[src/rtl/adc_seq_pkg.sv]
package adc_seq_pkg;

  typedef enum logic [2:0] {
    ST_IDLE,
    ST_ACQ,
    ST_CONV,
    ST_SETUP,
    ST_SHIFT,
    ST_HOLD
  } seq_state_e;

  // Selection word codes (bit 1 = single-ended, bit 0 = odd/sign)
  localparam logic [1:0] SEL_CH0_GND  = 2'b10;
  localparam logic [1:0] SEL_CH1_GND  = 2'b11;
  localparam logic [1:0] SEL_DIFF_0P  = 2'b00;
  localparam logic [1:0] SEL_DIFF_1P  = 2'b01;

  function automatic int unsigned max4(input int unsigned a, input int unsigned b,
                                       input int unsigned c, input int unsigned d);
    int unsigned m;
    m = a;
    if (b > m) m = b;
    if (c > m) m = c;
    if (d > m) m = d;
    return m;
  endfunction

endpackage

[src/rtl/adc_rate_timer.sv]
module adc_rate_timer #(
  parameter int unsigned RATE_CYC   = 1000,
  parameter int unsigned MIN_PERIOD = 667
) (
  input  logic clk,
  input  logic rst,
  input  logic auto_en_i,
  input  logic start_i,
  output logic tick_pend_o,
  output logic gap_ok_o
);
  localparam int RW = $clog2(RATE_CYC + 1);
  localparam int GW = $clog2(MIN_PERIOD + 1);
  localparam logic [RW-1:0] R_LAST = RW'(RATE_CYC - 1);
  localparam logic [GW-1:0] G_FULL = GW'(MIN_PERIOD);

  logic [RW-1:0] rcnt;
  logic          pend;
  logic [GW-1:0] gap;

  // Free-running sample-rate timer; a tick stays pending until a cycle starts
  always_ff @(posedge clk) begin
    if (rst || !auto_en_i) begin
      rcnt <= '0;
      pend <= 1'b0;
    end else begin
      if (rcnt == R_LAST) begin
        rcnt <= '0;
        pend <= 1'b1;
      end else begin
        rcnt <= rcnt + 1'b1;
        if (start_i) pend <= 1'b0;
      end
    end
  end

  // Cycles since the last start, saturating at the minimum spacing
  always_ff @(posedge clk) begin
    if (rst) begin
      gap <= G_FULL;
    end else if (start_i) begin
      gap <= GW'(1);
    end else if (gap != G_FULL) begin
      gap <= gap + 1'b1;
    end
  end

  assign tick_pend_o = pend;
  assign gap_ok_o    = (gap == G_FULL);

  // timer expiry with the timer enabled leaves a pending tick
  a_r9_tick_on_expiry: assert property (@(posedge clk) disable iff (rst)
    (auto_en_i && rcnt == R_LAST) |=> tick_pend_o);

  // a start is refused until the spacing window has elapsed
  a_r10_gap_closed: assert property (@(posedge clk) disable iff (rst)
    start_i |=> !gap_ok_o);

endmodule

[src/rtl/adc_shift_eng.sv]
module adc_shift_eng #(
  parameter int unsigned RES_BITS = 16,
  parameter int unsigned CFG_BITS = 2,
  parameter int unsigned SCK_HALF = 7
) (
  input  logic                clk,
  input  logic                rst,
  input  logic                go_i,
  input  logic [CFG_BITS-1:0] cfg_i,
  input  logic                sdo_i,
  output logic                sck_o,
  output logic                sdi_o,
  output logic                done_o,
  output logic [RES_BITS-1:0] data_o
);
  localparam int BW = $clog2(RES_BITS);
  localparam int HW = $clog2(SCK_HALF + 1);
  localparam logic [BW-1:0] BIT_LAST = BW'(RES_BITS - 1);
  localparam logic [HW-1:0] PH_LAST  = HW'(SCK_HALF - 1);

  logic                active;
  logic                hi;
  logic [HW-1:0]       ph;
  logic [BW-1:0]       bitc;
  logic [RES_BITS-1:0] shreg;
  logic                done_q;

  always_ff @(posedge clk) begin
    if (rst) begin
      active <= 1'b0;
      hi     <= 1'b0;
      ph     <= '0;
      bitc   <= '0;
      shreg  <= '0;
      done_q <= 1'b0;
    end else begin
      done_q <= 1'b0;
      if (go_i) begin
        active <= 1'b1;
        hi     <= 1'b0;
        ph     <= '0;
        bitc   <= '0;
      end else if (active) begin
        if (ph == PH_LAST) begin
          ph <= '0;
          if (!hi) begin
            // rising edge: take the bit the converter drove on the last fall
            hi    <= 1'b1;
            shreg <= {shreg[RES_BITS-2:0], sdo_i};
          end else begin
            hi <= 1'b0;
            if (bitc == BIT_LAST) begin
              active <= 1'b0;
              bitc   <= '0;
              done_q <= 1'b1;
            end else begin
              bitc <= bitc + 1'b1;
            end
          end
        end else begin
          ph <= ph + 1'b1;
        end
      end
    end
  end

  // Selection bits lead the data-in stream, zeros after; advances on falls
  always_comb begin
    sdi_o = 1'b0;
    for (int i = 0; i < int'(CFG_BITS); i++) begin
      if (bitc == BW'(i)) sdi_o = cfg_i[CFG_BITS-1-i];
    end
  end

  assign sck_o  = hi;
  assign done_o = done_q;
  assign data_o = shreg;

  // checker: length of the current high phase
  int unsigned hi_run;
  always_ff @(posedge clk) begin
    if (rst)        hi_run <= 0;
    else if (sck_o) hi_run <= hi_run + 1;
    else            hi_run <= 0;
  end

  // every high phase is SCK_HALF cycles long
  a_r4_high_width: assert property (@(posedge clk) disable iff (rst)
    $fell(sck_o) |-> (hi_run == SCK_HALF));

  // data-in holds steady while the shift clock is high
  a_r6_sdi_steady: assert property (@(posedge clk) disable iff (rst)
    sck_o |-> $stable(sdi_o));

endmodule

[src/rtl/adc_seq_ctrl.sv]
module adc_seq_ctrl
  import adc_seq_pkg::*;
#(
  parameter int unsigned RES_BITS   = 16,
  parameter int unsigned CFG_BITS   = 2,
  parameter bit          TWO_CH     = 1'b1,
  parameter int unsigned SCK_HALF   = 7,
  parameter int unsigned ACQ_CYC    = 64,
  parameter int unsigned CONV_CYC   = 470,
  parameter int unsigned SETUP_CYC  = 6,
  parameter int unsigned HOLD_CYC   = 3,
  parameter int unsigned MIN_PERIOD = 667,
  parameter int unsigned RATE_CYC   = 1000
) (
  input  logic                clk,
  input  logic                rst,
  input  logic                trig_i,
  input  logic                auto_en_i,
  input  logic [CFG_BITS-1:0] chan_sel_i,
  output logic                cnv_o,
  output logic                sck_o,
  output logic                sdi_o,
  input  logic                sdo_i,
  output logic                res_valid_o,
  input  logic                res_ready_i,
  output logic [RES_BITS-1:0] res_data_o,
  output logic [CFG_BITS-1:0] res_tag_o,
  output logic                res_tag_unknown_o
);
  localparam int unsigned PH_MAX = max4(ACQ_CYC, CONV_CYC, SETUP_CYC, HOLD_CYC);
  localparam int CNT_W = $clog2(PH_MAX + 1);
  localparam logic [CNT_W-1:0] ACQ_LAST   = CNT_W'(ACQ_CYC - 1);
  localparam logic [CNT_W-1:0] CONV_LAST  = CNT_W'(CONV_CYC - 1);
  localparam logic [CNT_W-1:0] SETUP_LAST = CNT_W'(SETUP_CYC - 1);
  localparam logic [CNT_W-1:0] HOLD_LAST  = CNT_W'(HOLD_CYC - 1);

  seq_state_e          state;
  logic [CNT_W-1:0]    cnt;
  logic                cnv_q;
  logic [CFG_BITS-1:0] cfg_q;

  logic                tick_pend, gap_ok, start_go, eng_go, eng_done, eng_sdi, hold_end;
  logic [RES_BITS-1:0] eng_data;
  logic [CFG_BITS-1:0] tag_next;
  logic                unk_next;

  logic                valid_q, unk_q;
  logic [RES_BITS-1:0] data_q;
  logic [CFG_BITS-1:0] tag_q;

  assign start_go = (state == ST_IDLE) && !valid_q && gap_ok && (trig_i || tick_pend);
  assign eng_go   = (state == ST_SETUP) && (cnt == SETUP_LAST);
  assign hold_end = (state == ST_HOLD) && (cnt == HOLD_LAST);

  adc_rate_timer #(.RATE_CYC(RATE_CYC), .MIN_PERIOD(MIN_PERIOD)) u_timer (
    .clk(clk), .rst(rst), .auto_en_i(auto_en_i), .start_i(start_go),
    .tick_pend_o(tick_pend), .gap_ok_o(gap_ok)
  );

  adc_shift_eng #(.RES_BITS(RES_BITS), .CFG_BITS(CFG_BITS), .SCK_HALF(SCK_HALF)) u_shift (
    .clk(clk), .rst(rst), .go_i(eng_go), .cfg_i(cfg_q), .sdo_i(sdo_i),
    .sck_o(sck_o), .sdi_o(eng_sdi), .done_o(eng_done), .data_o(eng_data)
  );

  // Convert-line sequencer
  always_ff @(posedge clk) begin
    if (rst) begin
      state <= ST_IDLE;
      cnt   <= '0;
      cnv_q <= 1'b1;
      cfg_q <= '0;
    end else begin
      case (state)
        ST_IDLE: if (start_go) begin
          state <= ST_ACQ;
          cnt   <= '0;
          cnv_q <= 1'b0;
          cfg_q <= chan_sel_i;
        end
        ST_ACQ: if (cnt == ACQ_LAST) begin
          state <= ST_CONV;
          cnt   <= '0;
          cnv_q <= 1'b1;
        end else cnt <= cnt + 1'b1;
        ST_CONV: if (cnt == CONV_LAST) begin
          state <= ST_SETUP;
          cnt   <= '0;
          cnv_q <= 1'b0;
        end else cnt <= cnt + 1'b1;
        ST_SETUP: if (eng_go) begin
          state <= ST_SHIFT;
          cnt   <= '0;
        end else cnt <= cnt + 1'b1;
        ST_SHIFT: if (eng_done) begin
          state <= ST_HOLD;
          cnt   <= '0;
        end
        ST_HOLD: if (hold_end) begin
          state <= ST_IDLE;
          cnt   <= '0;
          cnv_q <= 1'b1;
        end else cnt <= cnt + 1'b1;
        default: begin
          state <= ST_IDLE;
          cnv_q <= 1'b1;
        end
      endcase
    end
  end

  // Channel tagging variant
  generate
    if (TWO_CH) begin : g_dual
      logic [CFG_BITS-1:0] prev_sel;
      logic                prev_known;
      always_ff @(posedge clk) begin
        if (rst) begin
          prev_sel   <= '0;
          prev_known <= 1'b0;
        end else if (hold_end) begin
          prev_sel   <= cfg_q;
          prev_known <= 1'b1;
        end
      end
      assign tag_next = prev_sel;
      assign unk_next = !prev_known;
      assign sdi_o    = eng_sdi;
    end else begin : g_single
      assign tag_next = '0;
      assign unk_next = 1'b0;
      assign sdi_o    = 1'b0;
    end
  endgenerate

  // Result stream register
  always_ff @(posedge clk) begin
    if (rst) begin
      valid_q <= 1'b0;
      data_q  <= '0;
      tag_q   <= '0;
      unk_q   <= 1'b0;
    end else if (hold_end) begin
      valid_q <= 1'b1;
      data_q  <= eng_data;
      tag_q   <= tag_next;
      unk_q   <= unk_next;
    end else if (valid_q && res_ready_i) begin
      valid_q <= 1'b0;
    end
  end

  assign cnv_o             = cnv_q;
  assign res_valid_o       = valid_q;
  assign res_data_o        = data_q;
  assign res_tag_o         = tag_q;
  assign res_tag_unknown_o = unk_q;

  // checker: spacing between cycle starts seen on the convert line
  logic        cnv_d;
  seq_state_e  st_d;
  int unsigned since_start;
  logic        start_seen;
  assign start_seen = cnv_d && !cnv_o && (st_d == ST_IDLE);
  always_ff @(posedge clk) begin
    if (rst) begin
      cnv_d       <= 1'b1;
      st_d        <= ST_IDLE;
      since_start <= MIN_PERIOD;
    end else begin
      cnv_d <= cnv_o;
      st_d  <= state;
      if (start_seen)                    since_start <= 1;
      else if (since_start < MIN_PERIOD) since_start <= since_start + 1;
    end
  end

  // reset leaves the interface quiet
  a_r1_reset_state: assert property (@(posedge clk)
    $past(rst) |-> (cnv_o && !sck_o && !res_valid_o));

  // no shift clock while the convert line is high
  a_r3_sck_low_when_cnv: assert property (@(posedge clk) disable iff (rst)
    cnv_o |-> !sck_o);

  // a stalled result holds still
  a_r8_hold_result: assert property (@(posedge clk) disable iff (rst)
    (res_valid_o && !res_ready_i) |=>
      (res_valid_o && $stable(res_data_o) && $stable(res_tag_o) && $stable(res_tag_unknown_o)));

  // no cycle leaves idle while a result is pending
  a_r8_no_start_pending: assert property (@(posedge clk) disable iff (rst)
    (res_valid_o && state == ST_IDLE) |=> cnv_o);

  // starts are at least MIN_PERIOD apart
  a_r10_spacing: assert property (@(posedge clk) disable iff (rst)
    start_seen |-> (since_start >= MIN_PERIOD));

endmodule

[config.mk]
export PLATFORM = sky130hd
export DESIGN_NAME = adc_seq_ctrl
export DESIGN_NICKNAME = d
export VERILOG_FILES = /design/src/rtl/adc_seq_pkg.sv /design/src/rtl/adc_rate_timer.sv /design/src/rtl/adc_shift_eng.sv /design/src/rtl/adc_seq_ctrl.sv
export SDC_FILE = /design/constraint.sdc
export NUM_CORES = 1
export LEC_CHECK = 0
export BUFFER_PORTS_ARGS = -buffer_cell sky130_fd_sc_hd__buf_2
export CAP_MARGIN = 20
export CORE_AREA = 3 3 76 93
export CTS_BUF_LIST = sky130_fd_sc_hd__clkbuf_16
export CTS_CLUSTER_SIZE = 24
export DETAILED_ROUTE_END_ITERATION = 16
export DIE_AREA = 0 0 79 96
export MAX_ROUTING_LAYER = met4
export PLACE_DENSITY = 0.77
export REMOVE_ABC_BUFFERS = 1
export SLEW_MARGIN = 20
export SYNTH_ARGS = -nofsm -noshare
export SYNTH_HDL_FRONTEND = slang
export SYNTH_SLANG_ARGS = --single-unit
[constraint.sdc]
create_clock -name clk -period 2.7 [get_ports clk]
set_clock_uncertainty 0.05 [all_clocks]
set_input_delay 0.135 -clock clk [delete_from_list [all_inputs] [get_ports clk]]
set_output_delay 0.135 -clock clk [all_outputs]
set_load 0.01 [all_outputs]
==> qor.tcl <==
set qor(yosys.area_share.adder_pct) 2.734
set qor(die_w_um) 79
set qor(cp_cell_sequence) {ha_1 -> nand2_1 -> nor3_1 -> nand4_1 -> nand2_1 -> nand2_1 -> a21oi_1}
set qor(final.hold.worst_slack_ns) 0.01303
set qor(fmax_mhz) 469.1
set qor(dieHeight_um) 96
set qor(worst_hold_path_cells) 3
set qor(p_clk_share_pct) 39.2
set qor(timing_worst_setup_path_type) {register to register}
set qor(worst_path_max_delay_cell) {sky130_fd_sc_hd__nand2_1}
set qor(synth_simple_gate_area_share_pct) 26.21
set qor(yosysWarningCount) 0
set qor(cts_tree) {built}
set qor(status) {completed}
set qor(vdd.ir_drop.worst_v) 0.0005467
set qor(hold_buffers) 1
set qor(start_util_pct) 57.87
set qor(crit_path_start_kind) {register}
set qor(yosys.area_share.xor_xnor_pct) 3.828
set qor(core_region_area_mm2) 0.006326
set qor(syn_inst) 441
set qor(post_synth_instance_area_mm2) 0.003661
set qor(grt_pass1_vias) 2848
set qor(placed_cells) 537
set qor(numCtsBuffers) 9
set qor(period_utilisation_layout_pct) 78.95
set qor(vias_after_detailed_routing) 3037
set qor(cellLeakagePower_nw) 1.565
set qor(setup_ws_ns) 0.5685
set qor(rsz_0062_raised_after_global_routing) {false}
set qor(timing.slew.headroom_pct) 63.19
set qor(post_drt_via_cell_ratio) 5.492
set qor(timing.reg2reg.worst_path_depth) 7
set qor(syn_area_per_cell_um2) 8.302
set qor(clk_transition_reported_paths_ns) 0.06
set qor(io_pins) 31
set qor(grt.overflow.total) 0
set qor(power_mw) 3.287
set qor(worstSetupEndpointType) {register}
set qor(globalRouteTotalUtil_pct) 20.78
set qor(antenna_violations_before_repair) 0
set qor(post_cts.resized_instances) 0
set qor(max_slew.worst_pin.slew_ns) 0.5521
set qor(pwr-share-seq_pct) 43.5
set qor(final_cell_area_excluding_filler_cells_mm2) 0.004159
set qor(drt_pre_antenna_iters) 4
set qor(clkLatencyLatePin_ns) 0.33
set qor(htree_levels) 3
set qor(arrival_ns) 2.33
set qor(yosysSeqAreaShare_pct) 46.48
set qor(wirelength_mm) 7.109
set qor(area_delta_synth_final_pct) 13.60
set qor(setup_viol) 0
set qor(cts.path.max_buffers) 2
set qor(fraction_of_layout_cells_with_a_size_suffix_above_1_pct) 12.61
set qor(hp-class) {primary input to register}
set qor(floorplan.die_area_mm2) 0.007584
set qor(synth_edf_count) 0
set qor(drc_violations_left) 0
set qor(dominantRegCellSynth) {sky130_fd_sc_hd__dfxtp_1}
set qor(post_dp_cell_area_mm2) 0.003837
set qor(cp_slowest_stage_delay_ns) 0.50
set qor(detailedPlacementHpwl_mm) 4.670
set qor(switchingPower_uw) 891.4
set qor(grt_start_max_net_pins) 37
set qor(period_minus_slack_ns) 2.132
set qor(dominant_combinational_cell_family_by_area_after_synthesis) {simple AND/OR/NAND/NOR gates}
set qor(p_int_mw) 2.396
set qor(clk_sinks) 85
set qor(quantity_of_i_o_buffers_inserted_on_ports) 30
set qor(ys_ff_latch) 85
set qor(synth-compound-area-share_pct) 15.69
set qor(globalplace.congestion) 0.9177
set qor(insertedDiodeCount) 0
set qor(async_set_or_reset_register_ratio_after_synthesis_pct) 0
set qor(power.share.combinational_pct) 17.2
set qor(drtAntennaViolNets) 0
set qor(dr.first_iter.drc_count) 163
set qor(wire_length_of_the_first_global_routing_pass_mm) 12.11
set qor(final-instance-count-excl-fill) 553
set qor(cts_root_buffer) {sky130_fd_sc_hd__clkbuf_16}
set qor(place_worst_setup_slack_ns) 0.5970
set qor(post-cts-setup-buffer-count) 0
set qor(row_count) 32
set qor(synth_mux_area_share_pct) 0.8202
set qor(design.final.nets) 480
set qor(switching_share_of_power_pct) 27.12
set qor(slew_viol_final) 0
set qor(finalHoldViolations) 0
set qor(utilization_pct) 65.74
set qor(synth_cell_type_count) 47
set qor(worst-path-max-fanout) 16
set qor(crit_path_frequent_cell) {sky130_fd_sc_hd__nand2_1}
set qor(wl_per_cell_um) 12.86
set qor(cellPowerDensity_mw_per_mm2) 790.3
set qor(drv_cap) 0
set qor(required_ns) 2.90
set qor(total_negative_setup_slack_ns) 0
## cell type report
class                   instances  area, um^2
fillers                       564        2167
multi-input cells             322        1804
flip-flops and latches         85        1702
clock buffers                   9       225.2
repair buffers                 36       197.7
well taps                      85       106.4
clock inverters                 6       86.33
inverters                      10       37.54
## power by group through the flow
stage / logic (mW) / registers, mW / clock network (mW)
2_1_floorplan: 0.442 / 1.44 / 0
5_1_grt: 0.642 / 1.44 / 1.35
3_5_place_dp: 0.568 / 1.46 / 0
3_3_place_gp: 0.548 / 1.45 / 0
6_report: 0.566 / 1.43 / 1.29
4_1_cts: 0.574 / 1.43 / 1.31
## cells by family after synthesis
kind of cell	after synthesis
fa+ha+maj	8
buf+inv	34
simple gates	202
flops	85
mux	3
compound gates	93
xor+xnor	16
## cells in the mapped netlist (all sizes together), types with 3 or more instances
| master | number | area, um^2 |
|---|---|---|
| nand3b | 4 | 30.03 |
| buf | 10 | 65.06 |
| or3 | 4 | 25.02 |
| ha | 8 | 100.1 |
| o21bai | 3 | 22.52 |
| nand3 | 12 | 60.06 |
| inv | 10 | 37.54 |
| nand2b | 9 | 56.30 |
| a211oi | 4 | 30.03 |
| nor3 | 15 | 85.08 |
| a21oi | 56 | 284.0 |
| o21ai | 12 | 60.05 |
| nor3b | 3 | 22.52 |
| dfxtp | 85 | 1702 |
| xnor2 | 3 | 26.28 |
| a31oi | 3 | 18.77 |
| a221o | 3 | 30.03 |
| nor2 | 41 | 156.4 |
| clkbuf | 14 | 52.55 |
| xor2 | 13 | 113.9 |
| nand2 | 90 | 337.8 |
| nand4 | 8 | 65.06 |
| mux2i | 3 | 30.03 |
| and3 | 7 | 43.79 |
## placed cells by master, fill, tap and decap left out, drive strengths merged, types with 2 or more instances in the layout
cell type / synthesis / layout
nand4: 8 / 8
buf: 10 / 35
a221o: 3 / 3
a31oi: 3 / 3
or3: 4 / 4
bufinv: 0 / 2
nor4: 2 / 2
inv: 10 / 11
o31ai: 2 / 2
nand2b: 9 / 9
nand3: 12 / 12
dfxtp: 85 / 85
xor2: 13 / 13
and3: 7 / 7
mux2i: 3 / 3
o21ai: 12 / 12
clkbuf: 14 / 9
o21bai: 3 / 3
nor3: 15 / 15
a211oi: 4 / 4
a21o: 2 / 2
nand3b: 4 / 4
xnor2: 3 / 3
ha: 8 / 8
nor2b: 2 / 2
nor2: 41 / 41
a21oi: 56 / 56
o21a: 2 / 2
nand2: 90 / 90
clkinv: 0 / 3
nor3b: 3 / 3
and2: 2 / 2
## path summary, 6_finish.rpt
kind | start | to | slack [ns]
max | cnt[0] | u_shift.data_o[14] | 0.57
max reg2reg | cnt[0] | u_shift.data_o[14] | 0.57
min | chan_sel_i[1] | cfg_q[1] | 0.01
min reg2reg | g_dual.prev_known | res_tag_unknown_o | 0.38
## registers in the layout, summed over array words and instances (netlist names), 2 cells and up
signal,cells
cfg_q,2
u_timer.gap,10
u_shift.bitc,4
g_dual.prev_sel,2
u_timer.rcnt,10
res_data_o,16
state,3
res_tag_o,2
cnt,9
u_shift.ph,3
u_shift.data_o,16
## worst max-delay path, delay by kind of cell (launching register included)
kind / cells / cell delay [ns]
simple gates: 5 / 1.25
flops: 1 / 0.39
compound gates: 1 / 0.20
fa+ha+maj: 1 / 0.16
## per-layer routing
layer	track usage [%]	vias to the layer above	part of all wire [%]	wire length (um)
met1	22.95	1413	42	3018
met5	-	-	0	0
met3	3.277	14	4.1	289
met2	35.32	61	51	3649
li1	-	1549	-	-
met4	12.61	0	2.1	151
(Power assumes the default switching activity.)
